--- src/rtl/rstseq_pkg.sv ---
package rstseq_pkg;
  localparam int NUM_SRC   = 5;
  localparam int SRC_POR   = 0;
  localparam int SRC_PFAIL = 1;
  localparam int SRC_OSCF  = 2;
  localparam int SRC_PIN   = 3;
  localparam int SRC_SW    = 4;
  localparam int NUM_IRQ   = 2;
  localparam int IRQ_OSC   = 0;
  localparam int IRQ_INIT  = 1;

  typedef enum logic [1:0] {
    ST_HOLD   = 2'd0,
    ST_SETTLE = 2'd1,
    ST_INIT   = 2'd2,
    ST_RUN    = 2'd3
  } seq_state_e;
endpackage

--- src/rtl/rstseq_sync.sv ---
module rstseq_sync #(
  parameter int               WIDTH   = 1,
  parameter int               STAGES  = 2,
  parameter logic [WIDTH-1:0] RST_VAL = '0
) (
  input  logic             clk,
  input  logic             arst,
  input  logic [WIDTH-1:0] d,
  output logic [WIDTH-1:0] q
);
  logic [WIDTH-1:0] stg [STAGES];

  always_ff @(posedge clk or posedge arst) begin
    if (arst) begin
      for (int i = 0; i < STAGES; i++) stg[i] <= RST_VAL;
    end else begin
      stg[0] <= d;
      for (int i = 1; i < STAGES; i++) stg[i] <= stg[i-1];
    end
  end

  assign q = stg[STAGES-1];
endmodule

--- src/rtl/rstseq_cause.sv ---
module rstseq_cause
  import rstseq_pkg::*;
(
  input  logic               clk,
  input  logic               arst,
  input  logic [NUM_SRC-1:0] req,
  input  logic               in_hold,
  output logic [NUM_SRC-1:0] cause
);
  localparam int IW = $clog2(NUM_SRC);

  logic [NUM_SRC-1:0] cause_q;
  logic [IW-1:0]      pick_idx;
  logic [IW-1:0]      cur_idx;
  logic               load;

  always_comb begin
    pick_idx = IW'(NUM_SRC - 1);
    for (int i = NUM_SRC - 1; i >= 0; i--) begin
      if (req[i]) pick_idx = IW'(i);
    end
  end

  always_comb begin
    cur_idx = IW'(NUM_SRC - 1);
    for (int i = NUM_SRC - 1; i >= 0; i--) begin
      if (cause_q[i]) cur_idx = IW'(i);
    end
  end

  assign load = (|req) && (!in_hold || (pick_idx < cur_idx));

  always_ff @(posedge clk or posedge arst) begin
    if (arst)      cause_q <= NUM_SRC'(1) << SRC_POR;
    else if (load) cause_q <= NUM_SRC'(1) << pick_idx;
  end

  assign cause = cause_q;
endmodule

--- src/rtl/rstseq_fsm.sv ---
module rstseq_fsm
  import rstseq_pkg::*;
#(
  parameter int HOLD_CYC   = 16,
  parameter int SETTLE_CYC = 4000,
  parameter int INIT_CYC   = 2000
) (
  input  logic       clk,
  input  logic       arst,
  input  logic       req_any,
  input  logic       skip_settle,
  output seq_state_e state,
  output logic       osc_done,
  output logic       init_done
);
  localparam int MAX_AB = (HOLD_CYC > SETTLE_CYC) ? HOLD_CYC : SETTLE_CYC;
  localparam int MAXC   = (MAX_AB > INIT_CYC) ? MAX_AB : INIT_CYC;
  localparam int CW     = $clog2(MAXC + 1);

  seq_state_e st_q;
  logic [CW-1:0] cnt_q;
  logic hold_last, settle_last, init_last;

  assign hold_last   = (cnt_q == CW'(HOLD_CYC - 1));
  assign settle_last = (cnt_q == CW'(SETTLE_CYC - 1));
  assign init_last   = (cnt_q == CW'(INIT_CYC - 1));

  always_ff @(posedge clk or posedge arst) begin
    if (arst) begin
      st_q  <= ST_HOLD;
      cnt_q <= '0;
    end else if (req_any) begin
      st_q  <= ST_HOLD;
      cnt_q <= '0;
    end else begin
      case (st_q)
        ST_HOLD: begin
          if (hold_last) begin
            st_q  <= skip_settle ? ST_INIT : ST_SETTLE;
            cnt_q <= '0;
          end else begin
            cnt_q <= cnt_q + 1'b1;
          end
        end
        ST_SETTLE: begin
          if (settle_last) begin
            st_q  <= ST_INIT;
            cnt_q <= '0;
          end else begin
            cnt_q <= cnt_q + 1'b1;
          end
        end
        ST_INIT: begin
          if (init_last) begin
            st_q  <= ST_RUN;
            cnt_q <= '0;
          end else begin
            cnt_q <= cnt_q + 1'b1;
          end
        end
        default: cnt_q <= '0;
      endcase
    end
  end

  assign state     = st_q;
  assign osc_done  = !req_any && (st_q == ST_SETTLE) && settle_last;
  assign init_done = !req_any && (st_q == ST_INIT) && init_last;
endmodule

--- src/rtl/rstseq_irq.sv ---
module rstseq_irq
  import rstseq_pkg::*;
(
  input  logic               clk,
  input  logic               arst,
  input  logic               in_hold,
  input  logic [NUM_IRQ-1:0] set,
  input  logic [NUM_IRQ-1:0] clr,
  input  logic               ien_we,
  input  logic [NUM_IRQ-1:0] ien_wdata,
  output logic [NUM_IRQ-1:0] flags,
  output logic               irq
);
  logic [NUM_IRQ-1:0] flag_q;
  logic [NUM_IRQ-1:0] ien_q;

  always_ff @(posedge clk or posedge arst) begin
    if (arst) begin
      flag_q <= '0;
      ien_q  <= '1;
    end else if (in_hold) begin
      flag_q <= '0;
      ien_q  <= '1;
    end else begin
      flag_q <= (flag_q & ~clr) | set;
      if (ien_we) ien_q <= ien_wdata;
    end
  end

  assign flags = flag_q;
  assign irq   = |(flag_q & ien_q);
endmodule

--- src/rtl/rstseq_ctrl.sv ---
module rstseq_ctrl
  import rstseq_pkg::*;
#(
  parameter int HOLD_CYC   = 16,
  parameter int SETTLE_CYC = 4000,
  parameter int INIT_CYC   = 2000,
  parameter int SYNC_STG   = 2
) (
  input  logic               clk,
  input  logic               por_req,
  input  logic               pfail_req,
  input  logic               oscfail_req,
  input  logic               rst_pin_in,
  input  logic               sw_rst_cmd,
  input  logic               ien_we,
  input  logic [NUM_IRQ-1:0] ien_wdata,
  input  logic [NUM_IRQ-1:0] irq_clr,
  output logic               in_reset,
  output logic               reg_rst,
  output logic               bufptr_rst,
  output logic               pad_hiz,
  output logic               osc_en,
  output logic               rst_pin_pd,
  output logic               irq,
  output logic [NUM_IRQ-1:0] irq_flags,
  output logic [NUM_SRC-1:0] rst_cause
);
  localparam int MASK_LEN = SYNC_STG + 1;

  logic               por_s;
  logic [2:0]         async_s;
  logic [MASK_LEN-1:0] pd_hist;
  logic               pin_req;
  logic [NUM_SRC-1:0] req;
  logic               in_hold;
  logic               hw_kind;
  logic               pd_w;
  logic               osc_done, init_done;
  seq_state_e         state;
  logic [NUM_SRC-1:0] cause;

  rstseq_sync #(.WIDTH(1), .STAGES(SYNC_STG), .RST_VAL(1'b1)) u_por_sync (
    .clk(clk), .arst(por_req), .d(1'b0), .q(por_s)
  );

  rstseq_sync #(.WIDTH(3), .STAGES(SYNC_STG), .RST_VAL(3'b100)) u_req_sync (
    .clk(clk), .arst(por_req),
    .d({rst_pin_in, oscfail_req, pfail_req}), .q(async_s)
  );

  always_ff @(posedge clk or posedge por_req) begin
    if (por_req) pd_hist <= '1;
    else         pd_hist <= {pd_hist[MASK_LEN-2:0], pd_w};
  end

  assign pin_req = !async_s[2] && !pd_w && !(|pd_hist);

  always_comb begin
    req            = '0;
    req[SRC_POR]   = por_s;
    req[SRC_PFAIL] = async_s[0];
    req[SRC_OSCF]  = async_s[1];
    req[SRC_PIN]   = pin_req;
    req[SRC_SW]    = sw_rst_cmd;
  end

  rstseq_fsm #(
    .HOLD_CYC(HOLD_CYC), .SETTLE_CYC(SETTLE_CYC), .INIT_CYC(INIT_CYC)
  ) u_fsm (
    .clk(clk), .arst(por_req), .req_any(|req), .skip_settle(cause[SRC_SW]),
    .state(state), .osc_done(osc_done), .init_done(init_done)
  );

  rstseq_cause u_cause (
    .clk(clk), .arst(por_req), .req(req), .in_hold(in_hold), .cause(cause)
  );

  rstseq_irq u_irq (
    .clk(clk), .arst(por_req), .in_hold(in_hold),
    .set({init_done, osc_done}), .clr(irq_clr),
    .ien_we(ien_we), .ien_wdata(ien_wdata),
    .flags(irq_flags), .irq(irq)
  );

  assign in_hold    = (state == ST_HOLD);
  assign hw_kind    = !cause[SRC_SW];
  assign pd_w       = in_hold && hw_kind;
  assign in_reset   = in_hold;
  assign reg_rst    = in_hold;
  assign bufptr_rst = in_hold;
  assign pad_hiz    = in_hold;
  assign osc_en     = !pd_w;
  assign rst_pin_pd = pd_w;
  assign rst_cause  = cause;
endmodule

--- config.mk ---
export PLATFORM = sky130hd
export DESIGN_NAME = rstseq_ctrl
export DESIGN_NICKNAME = d
export VERILOG_FILES = /design/src/rtl/rstseq_pkg.sv /design/src/rtl/rstseq_sync.sv /design/src/rtl/rstseq_cause.sv /design/src/rtl/rstseq_fsm.sv /design/src/rtl/rstseq_irq.sv /design/src/rtl/rstseq_ctrl.sv
export SDC_FILE = /design/constraint.sdc
export NUM_CORES = 1
export LEC_CHECK = 0
export BUFFER_PORTS_ARGS = -buffer_cell sky130_fd_sc_hd__buf_2
export CAP_MARGIN = 5
export CORE_MARGIN = 2
export CORE_UTILIZATION = 56
export DETAILED_ROUTE_END_ITERATION = 8
export HOLD_SLACK_MARGIN = 0.06
export PLACE_DENSITY = 0.8
export SYNTH_ARGS = -nofsm -noshare
export SYNTH_HDL_FRONTEND = slang
export SYNTH_SLANG_ARGS = --single-unit
--- constraint.sdc ---
create_clock -name clk -period 3 [get_ports clk]
set_input_delay 0.6 -clock clk [delete_from_list [all_inputs] [get_ports clk]]
set_output_delay 0.6 -clock clk [all_outputs]
set_load 0.02 [all_outputs]
Word-level counts from Yosys, hierarchy flattened. Cells that the tools add are included.

Multiplexer cells: 22. Magnitude comparators: 1. $add $sub $neg: 1. Shifts and indexed selects: 1. Eq/ne operators: 8. Bitwise gates (word level): 4. Reductions and logical operators: 22.

Operator list (count): $mux 12 (4); $pmux 12 s3 (1); $mux 3 (8); $mux 2 (8); $add 12x1->12 const B (1); $eq 12x11->1 const B (1); $eq 12x12->1 const B (1); $eq 12x4->1 const B (1); $ne 3x1->1 const B (3); $logic_and 1x1->1 (8); $logic_not 1->1 (6); $pmux 2 s3 (1); $reduce_or 5->1 (1); $shl 1x3->5 const A (1); $and 2x2->2 (2); $reduce_and 4->1 (1); $reduce_bool 4->1 (1); $lt 3x3->1 (1); $reduce_or 3->1 (1); $eq 2x1->1 const B (1); $eq 2x2->1 const B (1); $logic_not 2->1 (1); $not 2->2 (1); $or 2x2->2 (1); 3 further kinds (3).

Input bits: 11. Output and inout port bits: 14. Register bits after elaboration: 34.

Logic depth before layout (Yosys ltp). Gate-level depths: netlist (run 1).

Depth after elaboration: 12. Gate-level depth with buffers: 12. Depth with buffers taken out: 10.

Hierarchy. From an unflattened synthesis (run 1), not the netlist that was laid out.

Cells, all modules: 175. Area, all modules: 1803.0 um^2.

By module, submodules not included: rstseq_fsm (sequential area each 350.3 um^2, instances 1, cells each 88, area an instance 843.3 um^2); rstseq_cause (sequential area each 126.4 um^2, instances 1, cells each 43, area an instance 401.6 um^2); rstseq_sync (u_req_sync) (sequential area each 152.6 um^2, instances 1, cells each 10, area an instance 178.9 um^2); rstseq_irq (sequential area each 102.6 um^2, instances 1, cells each 16, area an instance 175.2 um^2); rstseq_ctrl (sequential area each 78.8 um^2, instances 1, cells each 15, area an instance 147.6 um^2); rstseq_sync (u_por_sync) (sequential area each 52.6 um^2, instances 1, cells each 3, area an instance 56.3 um^2).

Worst setup path before layout (run 1). Ideal clock, no wire load.

Path kind: register to register. Start: reg u_fsm.st_q[0], in the netlist u_fsm.state[0]. End: reg u_cause.cause_q[1], in the netlist u_cause.cause[1]. Stages on the path, launching flop included: 12. Required time: 2.875 ns. Period minus slack after synthesis: 2.785 ns. Arrival time: 2.660 ns. Slack: 0.215 ns. Buffers on the path: 2. Setup time: 0.125 ns. Cell sequence: dfrtp_1 inv_1 ha_1 buf_4 nand2b_1 buf_2 a21oi_2 ha_1 a21oi_1 nor2b_1 a211oi_4 mux2_2.

Word-level cells in the longest chain between the ends: 12. Elaborated cells on any way between the ends: 15. Classes of those cells: order compare: 1; shift: 1; mux: 4; reduce/logical: 9.

RTL lines: start, declared (RTL line rstseq_fsm.sv:20) `seq_state_e st_q;`; start signal, assigned (RTL line rstseq_fsm.sv:39) `st_q <= skip_settle ? ST_INIT : ST_SETTLE;`; $logic_not 2->1 * (RTL line rstseq_ctrl.sv:85) `assign in_hold = (state == ST_HOLD);`; net bufptr_rst (RTL line rstseq_ctrl.sv:20) `output logic bufptr_rst,`; $logic_and 1x1->1 * (RTL line rstseq_ctrl.sv:87) `assign pd_w = in_hold && hw_kind;`; $logic_not 1->1 *; net osc_en (RTL line rstseq_ctrl.sv:22) `output logic osc_en,`; $logic_and 1x1->1 * (2 in series) (RTL line rstseq_ctrl.sv:56) `assign pin_req = !async_s[2] && !pd_w && !(|pd_hist);`; $mux 3 (4 in series) (RTL line rstseq_cause.sv:20) `if (req[i]) pick_idx = IW'(i);`; $lt 3x3->1 (RTL line rstseq_cause.sv:31) `assign load = (|req) && (!in_hold || (pick_idx < cur_idx));`; $logic_or 1x1->1 (RTL line rstseq_cause.sv:31); $logic_and 1x1->1 (RTL line rstseq_cause.sv:31); end signal, assigned (RTL line rstseq_cause.sv:34) `if (arst) cause_q <= NUM_SRC'(1) << SRC_POR;`; end signal, assigned (RTL line rstseq_cause.sv:35) `else if (load) cause_q <= NUM_SRC'(1) << pick_idx;`; end, declared (RTL line rstseq_cause.sv:12) `logic [NUM_SRC-1:0] cause_q;`.

The timed path passes the listed nets; every way through them passes the cells marked *. A chain may end at the register's enable or synchronous reset.

Final worst setup path (run 1).
Start: reg u_fsm.st_q[0], in the netlist u_fsm.state[0]. End: reg u_cause.cause_q[1], in the netlist u_cause.cause[1].

Word-level cells in the longest chain between the ends: 12. Elaborated cells on any way between the ends: 15. Classes of those cells: order compare: 1; shift: 1; mux: 4; reduce/logical: 9.

RTL lines (RTL line): $logic_not 2->1 * (rstseq_ctrl.sv:85); $logic_and 1x1->1 (rstseq_ctrl.sv:87); $logic_not 1->1 (rstseq_ctrl.sv:56); $logic_and 1x1->1 (2 in series) (rstseq_ctrl.sv:56); $mux 3 (4 in series) (rstseq_cause.sv:20); $lt 3x3->1 (rstseq_cause.sv:31); $logic_or 1x1->1 (rstseq_cause.sv:31); $logic_and 1x1->1 (rstseq_cause.sv:31).

Mark *: on every way between the ends. The rest lies on a longest branch, timed or not.

==> run_results.csv, run 1 <==
group,metric,value,unit
timing,setup_tns,0,ns
critical_path,cp.arrival,2.90,ns
drt,first_pass_iters,4,
critical_path,max_stage_delay,0.42,ns
critical_path,endpoint_kind,"flop",
synthesis,yosys.area_share.simple,0.192,
cts,cts_root_buf,"clkbuf_4",
drt,post_drt_wl_per_cell,14.3,µm
timing,fin_ws,0.315,ns
drt,drc,0,
floorplan,rows,20,
timing,finalHoldViolCount,0,
synthesis,synth_compound_area_frac,0.124,
critical_path,crit_end,"u_cause.cause[1]",
critical_path,worst_setup_path_start_kind,"flop",
cells_and_area,stdcell_area,0.00193,mm²
critical_path,criticalPathCategory,"flop to flop",
drt,postRouteWirelength,3110,µm
placement,dp_hpwl,2280,µm
cts,cts_buffers,5,
synthesis,synth_area_per_cell,11.0,µm²
timing,clock_skew,0.0143,ns
critical_path,crit_slowest_cell,"dfrtp_1",
floorplan,initial_utilization,0.576,
floorplan,die_w,59.6,µm
critical_path,rrSetupSlack,0.32,ns
synthesis,synth_edf_count,0,
timing,fmax,372,MHz
pwr,p_leak,0.836,nW
cells_and_area,layout.nets,201,
timing,post-route-period-util,0.895,
drt,vias,1272,
floorplan,fp.dieArea,0.00355,mm²
floorplan,placeableCoreArea,0.00300,mm²
cts,cts_resized,0,
critical_path,reg2regPathDepth,9,
grt,grt_pass1_vias,1253,
synthesis,async_flop_share,1.00,
critical_path,crit_fanout,8,
cells_and_area,drive_gt1_frac,0.310,
pwr,power,1.12,mW
critical_path,r2r_start,"u_fsm.state[0]",
cells_and_area,antennaDiodeCount,0,
floorplan,dieHeight,59.6,µm
synthesis,synth_cell_types,42,
grt,grt_pass1_wl,5200,µm
critical_path,crit_path_start,"u_fsm.state[0]",
synthesis,synth.mux.area_fraction,0.0311,
cts,clkLatencyLatePin,0.34,ns
critical_path,cp_num_cells,9,
cts,htreeDepth,2,
pwr,cellPowerDensity,581,mW/mm²
grt,grt_max_degree,35,
critical_path,cp_common_cell,"ha_1",
placement,dp_slack,0.382,ns
run,cap_violations,0,
cts,cts_setup_buffers,0,
cts,clk_path_buf_depth,2,
critical_path,cp_top_family,"compound AO/OA/AOI/OAI gates",
cts,cts_tree,"built",
timing,rsz0062_at_grt,"no",
synthesis,synthAdderAreaFrac,0.0507,
critical_path,crit_required,3.22,ns
synthesis,synth-main-ff-cell,"dfrtp_1",
critical_path,worst-path-buf-inv,1,
synthesis,syn_nets,175,
drt,vias_per_cell,5.86,
cts,postCtsHoldBufs,0,
cells_and_area,fillers,229,
placement,io_buffers,24,
drt,drt_iter0_drc,24,
timing,slew_viol_final,0,
critical_path,r2r-end,"u_cause.cause[1]",
pwr,ir_drop,377,µV
cells_and_area,multiInputGateArea,778,µm²
synthesis,ys_seq_area_frac,0.499,
run_status,outcome,"finished, final reports clean",
timing,setup_viol,0,
synthesis,synth_top_family_by_area,"simple AND/OR/NAND/NOR gates",
grt,grt_usage,0.200,
timing,min_period,2.68,ns
synthesis,synthesis.area,0.00173,mm²
cts,path_clk_slew,0.11,ns
placement,placed_area,0.00186,mm²
floorplan,ios,25,
cts,cts.sinks,34,
grt,antenna_found_initial,0,
grt,grt_overflow_total,0,
critical_path,crit_chain,"inv_1, ha_1, nand2b_1, a21oi_2, ha_1, a21oi_1, nor2b_1, a211oi_4, mux2_2",
placement,gp_congestion,0.845,
synthesis,synth_cells,157,
drt,final_antenna_net_count,0,
synthesis,ys_seq_elements,34,
cells_and_area,syn2layout_area_growth,11.9,%
synthesis,synth_warnings,0,
cells_and_area,seq_area,863,µm²
synthesis,synth_xor_area_frac,0.0507,
min_path,hold_class,"input port to asynchronous set/reset pin",
[through the flow]
step / hold WS [ns] / utilization / std cells
6_report: 0.328 / 0.644 / 217
5_1_grt: 0.339 / 0.644 / 217
4_1_cts: 0.330 / 0.644 / 217
3_5_place_dp: 0.337 / 0.618 / 209
3_3_place_gp: 0.333 / 0.618 / 209
2_1_floorplan: 0.331 / - / 157
[final cells by class]
cell class	instances	share of cell area
multi-input combinational	106	0.402
timing repair buffer	26	0.0699
sequential	34	0.446
clock buffer	8	0.0408
tap	33	0.0213
inverter	10	0.0194
[state kept, by name, summed over array words and instances, names as in the netlist]
name and cells:
u_req_sync.stg 3, pd_hist 3, u_cause.cause 5, u_fsm.state 2, u_fsm.cnt_q 12, u_req_sync.q 3, u_por_sync.stg 1, u_irq.ien_q 2
u_por_sync.q 1, u_irq.flags 2
[cell usage in the layout, fill, tap and decap left out, types with 2 or more instances in the layout]
| master | Yosys | final |
|---|---|---|
| nand4_1 | 4 | 4 |
| ha_1 | 7 | 7 |
| nor2b_1 | 5 | 5 |
| mux2_2 | 3 | 3 |
| a211oi_1 | 2 | 2 |
| mux2i_1 | 2 | 2 |
| dfstp_2 | 10 | 10 |
| nor2_1 | 21 | 21 |
| buf_2 | 1 | 24 |
| clkbuf_4 | 0 | 5 |
| inv_1 | 10 | 10 |
| xnor2_1 | 5 | 5 |
| dfrtp_1 | 24 | 24 |
| a21oi_1 | 4 | 4 |
| nor3_1 | 5 | 5 |
| nand2b_1 | 5 | 5 |
| clkbuf_8 | 0 | 3 |
| nand2_1 | 7 | 7 |
| nand3_1 | 5 | 5 |
| buf_4 | 6 | 2 |
| xor2_1 | 5 | 5 |
| or3_1 | 3 | 3 |
| a211o_1 | 2 | 2 |
[cells by family (layout without fill, tap and decap cells)]
logic type,Yosys count,in the layout
xor+xnor,10,10
flops,34,34
mux,5,5
buf+inv,17,44
other cells,1,1
fa+ha+maj,7,7
compound gates,22,22
simple gates,61,61
[worst min-delay path: cells and delay by family]
kind     cells  cell delay [ns]
buf+inv      3             0.49
[layer usage]
| metal | up-vias | part of all wire | GRT usage |
|---|---|---|---|
| met5 | - | 0 | 0 |
| met4 | 0 | 0.026 | 0.0984 |
| met1 | 623 | 0.42 | 0.239 |
| met3 | 14 | 0.061 | 0.0633 |
| met2 | 46 | 0.49 | 0.325 |
| li1 | 589 | - | - |
[synthesized netlist by cell type (2+ instances only)]
master / number / share of area
a21oi_1: 4 / 0.012
a211oi_1: 2 / 0.0087
inv_1: 10 / 0.022
nor3_1: 5 / 0.014
dfstp_2: 10 / 0.15
buf_4: 6 / 0.026
or3_1: 3 / 0.011
nand2b_1: 5 / 0.018
nor2_1: 21 / 0.046
mux2i_1: 2 / 0.012
nand2_1: 7 / 0.015
mux2_2: 3 / 0.020
xor2_1: 5 / 0.025
nand4_1: 4 / 0.014
nand3_1: 5 / 0.014
dfrtp_1: 24 / 0.35
xnor2_1: 5 / 0.025
a211o_1: 2 / 0.010
ha_1: 7 / 0.051
nor2b_1: 5 / 0.018
[power breakdown]
part	switching (mW)	internal (mW)	total [mW]
combinational	0.152	0.112	0.263
clock	0.150	0.160	0.310
sequential	0.0380	0.513	0.551
[how the worst min path moves through the flow]
stage | from | end | depth (start not counted)
after CTS | por_req | u_fsm.state[1] | 3
after detailed placement | u_req_sync.stg[4] | u_req_sync.q[1] | 0
after global placement | u_req_sync.stg[4] | u_req_sync.q[1] | 0
after global routing | rst_pin_in | u_req_sync.stg[5] | 1
final | por_req | u_fsm.cnt_q[7] | 3
after floorplan | u_req_sync.stg[3] | u_req_sync.q[0] | 0
No activity file was read; power rests on OpenSTA's default activity.
==> run 2: changes to the inputs <==
--- a/config.mk
+++ b/config.mk
@@ -5,13 +5,14 @@
 export SDC_FILE = /design/constraint.sdc
 export NUM_CORES = 1
 export LEC_CHECK = 0
+export ABC_AREA = 1
 export BUFFER_PORTS_ARGS = -buffer_cell sky130_fd_sc_hd__buf_2
 export CAP_MARGIN = 5
 export CORE_MARGIN = 2
-export CORE_UTILIZATION = 56
+export CORE_UTILIZATION = 45
 export DETAILED_ROUTE_END_ITERATION = 8
 export HOLD_SLACK_MARGIN = 0.06
-export PLACE_DENSITY = 0.8
+export PLACE_DENSITY = 0.67
 export SYNTH_ARGS = -nofsm -noshare
 export SYNTH_HDL_FRONTEND = slang
 export SYNTH_SLANG_ARGS = --single-unit
==> run 2 against run 1 <==
Final cell count grew 32%; power shrank 3.7%; hold slack gained 0.022 ns; critical path type unchanged; largest power group unchanged.
==> run_results.csv, run 2 <==
group,metric,value,unit
cells_and_area,largest_register_ffs,12,
timing,finalHoldViolCount,0,
synthesis,ys_seq_elements,34,
timing,setup_tns,0,ns
grt,grt_pass1_vias,1226,
grt,grt_overflow_total,0,
synthesis,synth_cell_types,30,
run,cap_violations,0,
floorplan,placeableCoreArea,0.00400,mm²
critical_path,endpoint_kind,"flop",
floorplan,fp.dieArea,0.00470,mm²
floorplan,rows,23,
pwr,ir_drop,389,µV
timing,rsz0062_at_grt,"no",
timing,min_period,2.08,ns
synthesis,yosys.area.top_type_share,0.320,
critical_path,crit_fanout,6,
synthesis,synth_top_area_cell,"dfrtp_1",
cts,cts_resized,0,
floorplan,dieHeight,68.6,µm
cells_and_area,fillers,391,
cts,cts_tree,"built",
synthesis,synth_warnings,0,
pwr,p_leak,0.982,nW
grt,grt_max_degree,35,
synthesis,ys_seq_area_frac,0.460,
cts,path_clk_slew,0.06,ns
drt,drt_iter0_drc,85,
placement,io_buffers,24,
synthesis,synth_cells,208,
drt,post_drt_wl_per_cell,10.6,µm
timing,post-route-period-util,0.692,
drt,final_antenna_net_count,0,
cts,postCtsHoldBufs,0,
cts,clkLatencyLatePin,0.29,ns
timing,setup_viol,0,
timing,slew_viol_final,0,
critical_path,crit_required,3.17,ns
cells_and_area,layout.nets,253,
synthesis,synth-main-ff-cell,"dfrtp_1",
grt,grt_usage,0.154,
drt,vias,1305,
pwr,cellPowerDensity,518,mW/mm²
cells_and_area,regMostFlops,"u_fsm.cnt_q",
timing,fin_ws,0.924,ns
cells_and_area,most-common-layout-cells,"43 x nand2_1, 24 x inv_1, 24 x buf_2, 24 x dfrtp_1, 23 x nor2_1",
floorplan,die_w,68.6,µm
synthesis,syn_nets,226,
placement,dp_hpwl,2230,µm
drt,first_pass_iters,6,
cts,cts.sinks,34,
drt,drc,0,
cts,clk_path_buf_depth,2,
timing,whs,0.350,ns
cells_and_area,final_common_cell,"nand2_1",
drt,vias_per_cell,4.56,
cells_and_area,drive_gt1_frac,0.267,
critical_path,cp.arrival,2.25,ns
floorplan,ios,25,
placement,dp_cells,278,
synthesis,synth_area_leaders,"dfrtp_1 32%, dfstp_2 14%, nand2_1 8.6%",
min_path,hold_class,"flop to flop",
timing,fmax,482,MHz
cts,cts_root_buf,"clkbuf_8",
cells_and_area,antennaDiodeCount,0,
cts,cts_buffers,5,
synthesis,yosys-top-cells-count,"43 x nand2_1, 24 x dfrtp_1, 24 x inv_1, 23 x nor2_1, 15 x nand3_1",
cts,htreeDepth,2,
timing,clock_skew,0.00876,ns
synthesis,synth_edf_count,0,
placement,gp_congestion,0.805,
floorplan,initial_utilization,0.469,
grt,antenna_found_initial,0,
cells_and_area,stdcell_count,286,
synthesis,synth.most_common_cell,"nand2_1",
placement,dp_slack,0.931,ns
critical_path,worst_setup_path_start_kind,"flop",
cells_and_area,syn2layout_area_growth,11.5,%
synthesis,async_flop_share,1.00,
run_status,outcome,"finished, final reports clean",
grt,grt_pass1_wl,5230,µm
critical_path,criticalPathCategory,"flop to flop",
cts,cts_setup_buffers,0,
synthesis,synth_area_per_cell,9.02,µm²
synthesis,synthesis.area,0.00188,mm²
drt,postRouteWirelength,3030,µm
## run 2: cell types whose count changed in the layout (fill, tap and decap cells not counted), moves of 10 or more
| cell | previous run | this run |
|---|---|---|
| nor2_4 | 0 | 10 |
| nand2_1 | 7 | 43 |
| nand3_1 | 5 | 15 |
| inv_1 | 10 | 24 |
## run 2: layer usage
metal,track usage,part of all wire,up-vias
met2,0.232,0.43,27
met1,0.203,0.51,579
met5,0,0,-
li1,-,-,695
met3,0.0471,0.044,4
met4,0.0675,0.013,0
## run 2: power breakdown
part           internal [mW]  total [mW]  switching, mW  leakage, nW
registers              0.508       0.533         0.0250        0.429
logic                 0.0735       0.232          0.159        0.513
clock network          0.165       0.318          0.153       0.0395
## run 2: worst max-delay path, cell delays in order, from the launching register on
cell	delay, ns
dfrtp_1	0.39
inv_1	0.08
ha_1	0.24
nand2_4	0.10
nand3_4	0.08
nand2_4	0.10
nor2_8	0.04
ha_1	0.30
nand2_1	0.07
inv_1	0.03
nand2_1	0.05
nand2_1	0.05
nand2_1	0.14
nand2_1	0.15
nand2_1	0.09
nand2_1	0.05
## run 2: logic make-up (layout without fill, tap and decap cells)
kind of cell               count (synthesis)  after routing  synth area share
and+or+nand+nor                          110            110             0.322
DFF                                       34             34             0.460
buffers and inverters                     33             61            0.0881
AOI/OAI and AO/OA                         14             14            0.0387
xor gates and xnor gates                   9              9            0.0420
adders and majority gates                  7              7            0.0467
other                                      1              1           0.00200
## run 2: final cells by class
class / instances / area [µm²] / area share
Inverter: 27 / 104 / 0.0496
Clock buffer: 8 / 80.1 / 0.0383
Multi-Input combinational cell: 141 / 847 / 0.405
Tap cell: 50 / 62.6 / 0.0299
Timing Repair Buffer: 26 / 135 / 0.0646
Sequential cell: 34 / 863 / 0.413
## run 2: final timing paths
| kind | startpoint | end | slack, ns | cells after the start |
|---|---|---|---|---|
| min in group asynchronous | por_req | u_fsm.cnt_q[3] | 0.39 | 3 |
| min | u_req_sync.stg[4] | u_req_sync.q[1] | 0.35 | 0 |
| min reg2reg | u_req_sync.stg[4] | u_req_sync.q[1] | 0.35 | 0 |
| max | u_fsm.state[0] | u_cause.cause[1] | 0.92 | 15 |
| max reg2reg | u_fsm.state[0] | u_cause.cause[1] | 0.92 | 15 |
| max in group asynchronous | por_req | u_irq.ien_q[0] | 2.27 | 3 |
## run 2: through the flow
| step | total power, mW | utilization | area, µm² |
|---|---|---|---|
| detailed placement | 0.774 | 0.503 | 2010 |
| global route | 1.15 | 0.523 | 2090 |
| global placement | 0.771 | 0.503 | 2010 |
| finish | 1.08 | 0.523 | 2090 |
| CTS | 1.10 | 0.523 | 2090 |
| floorplan | 0.714 | - | 1880 |
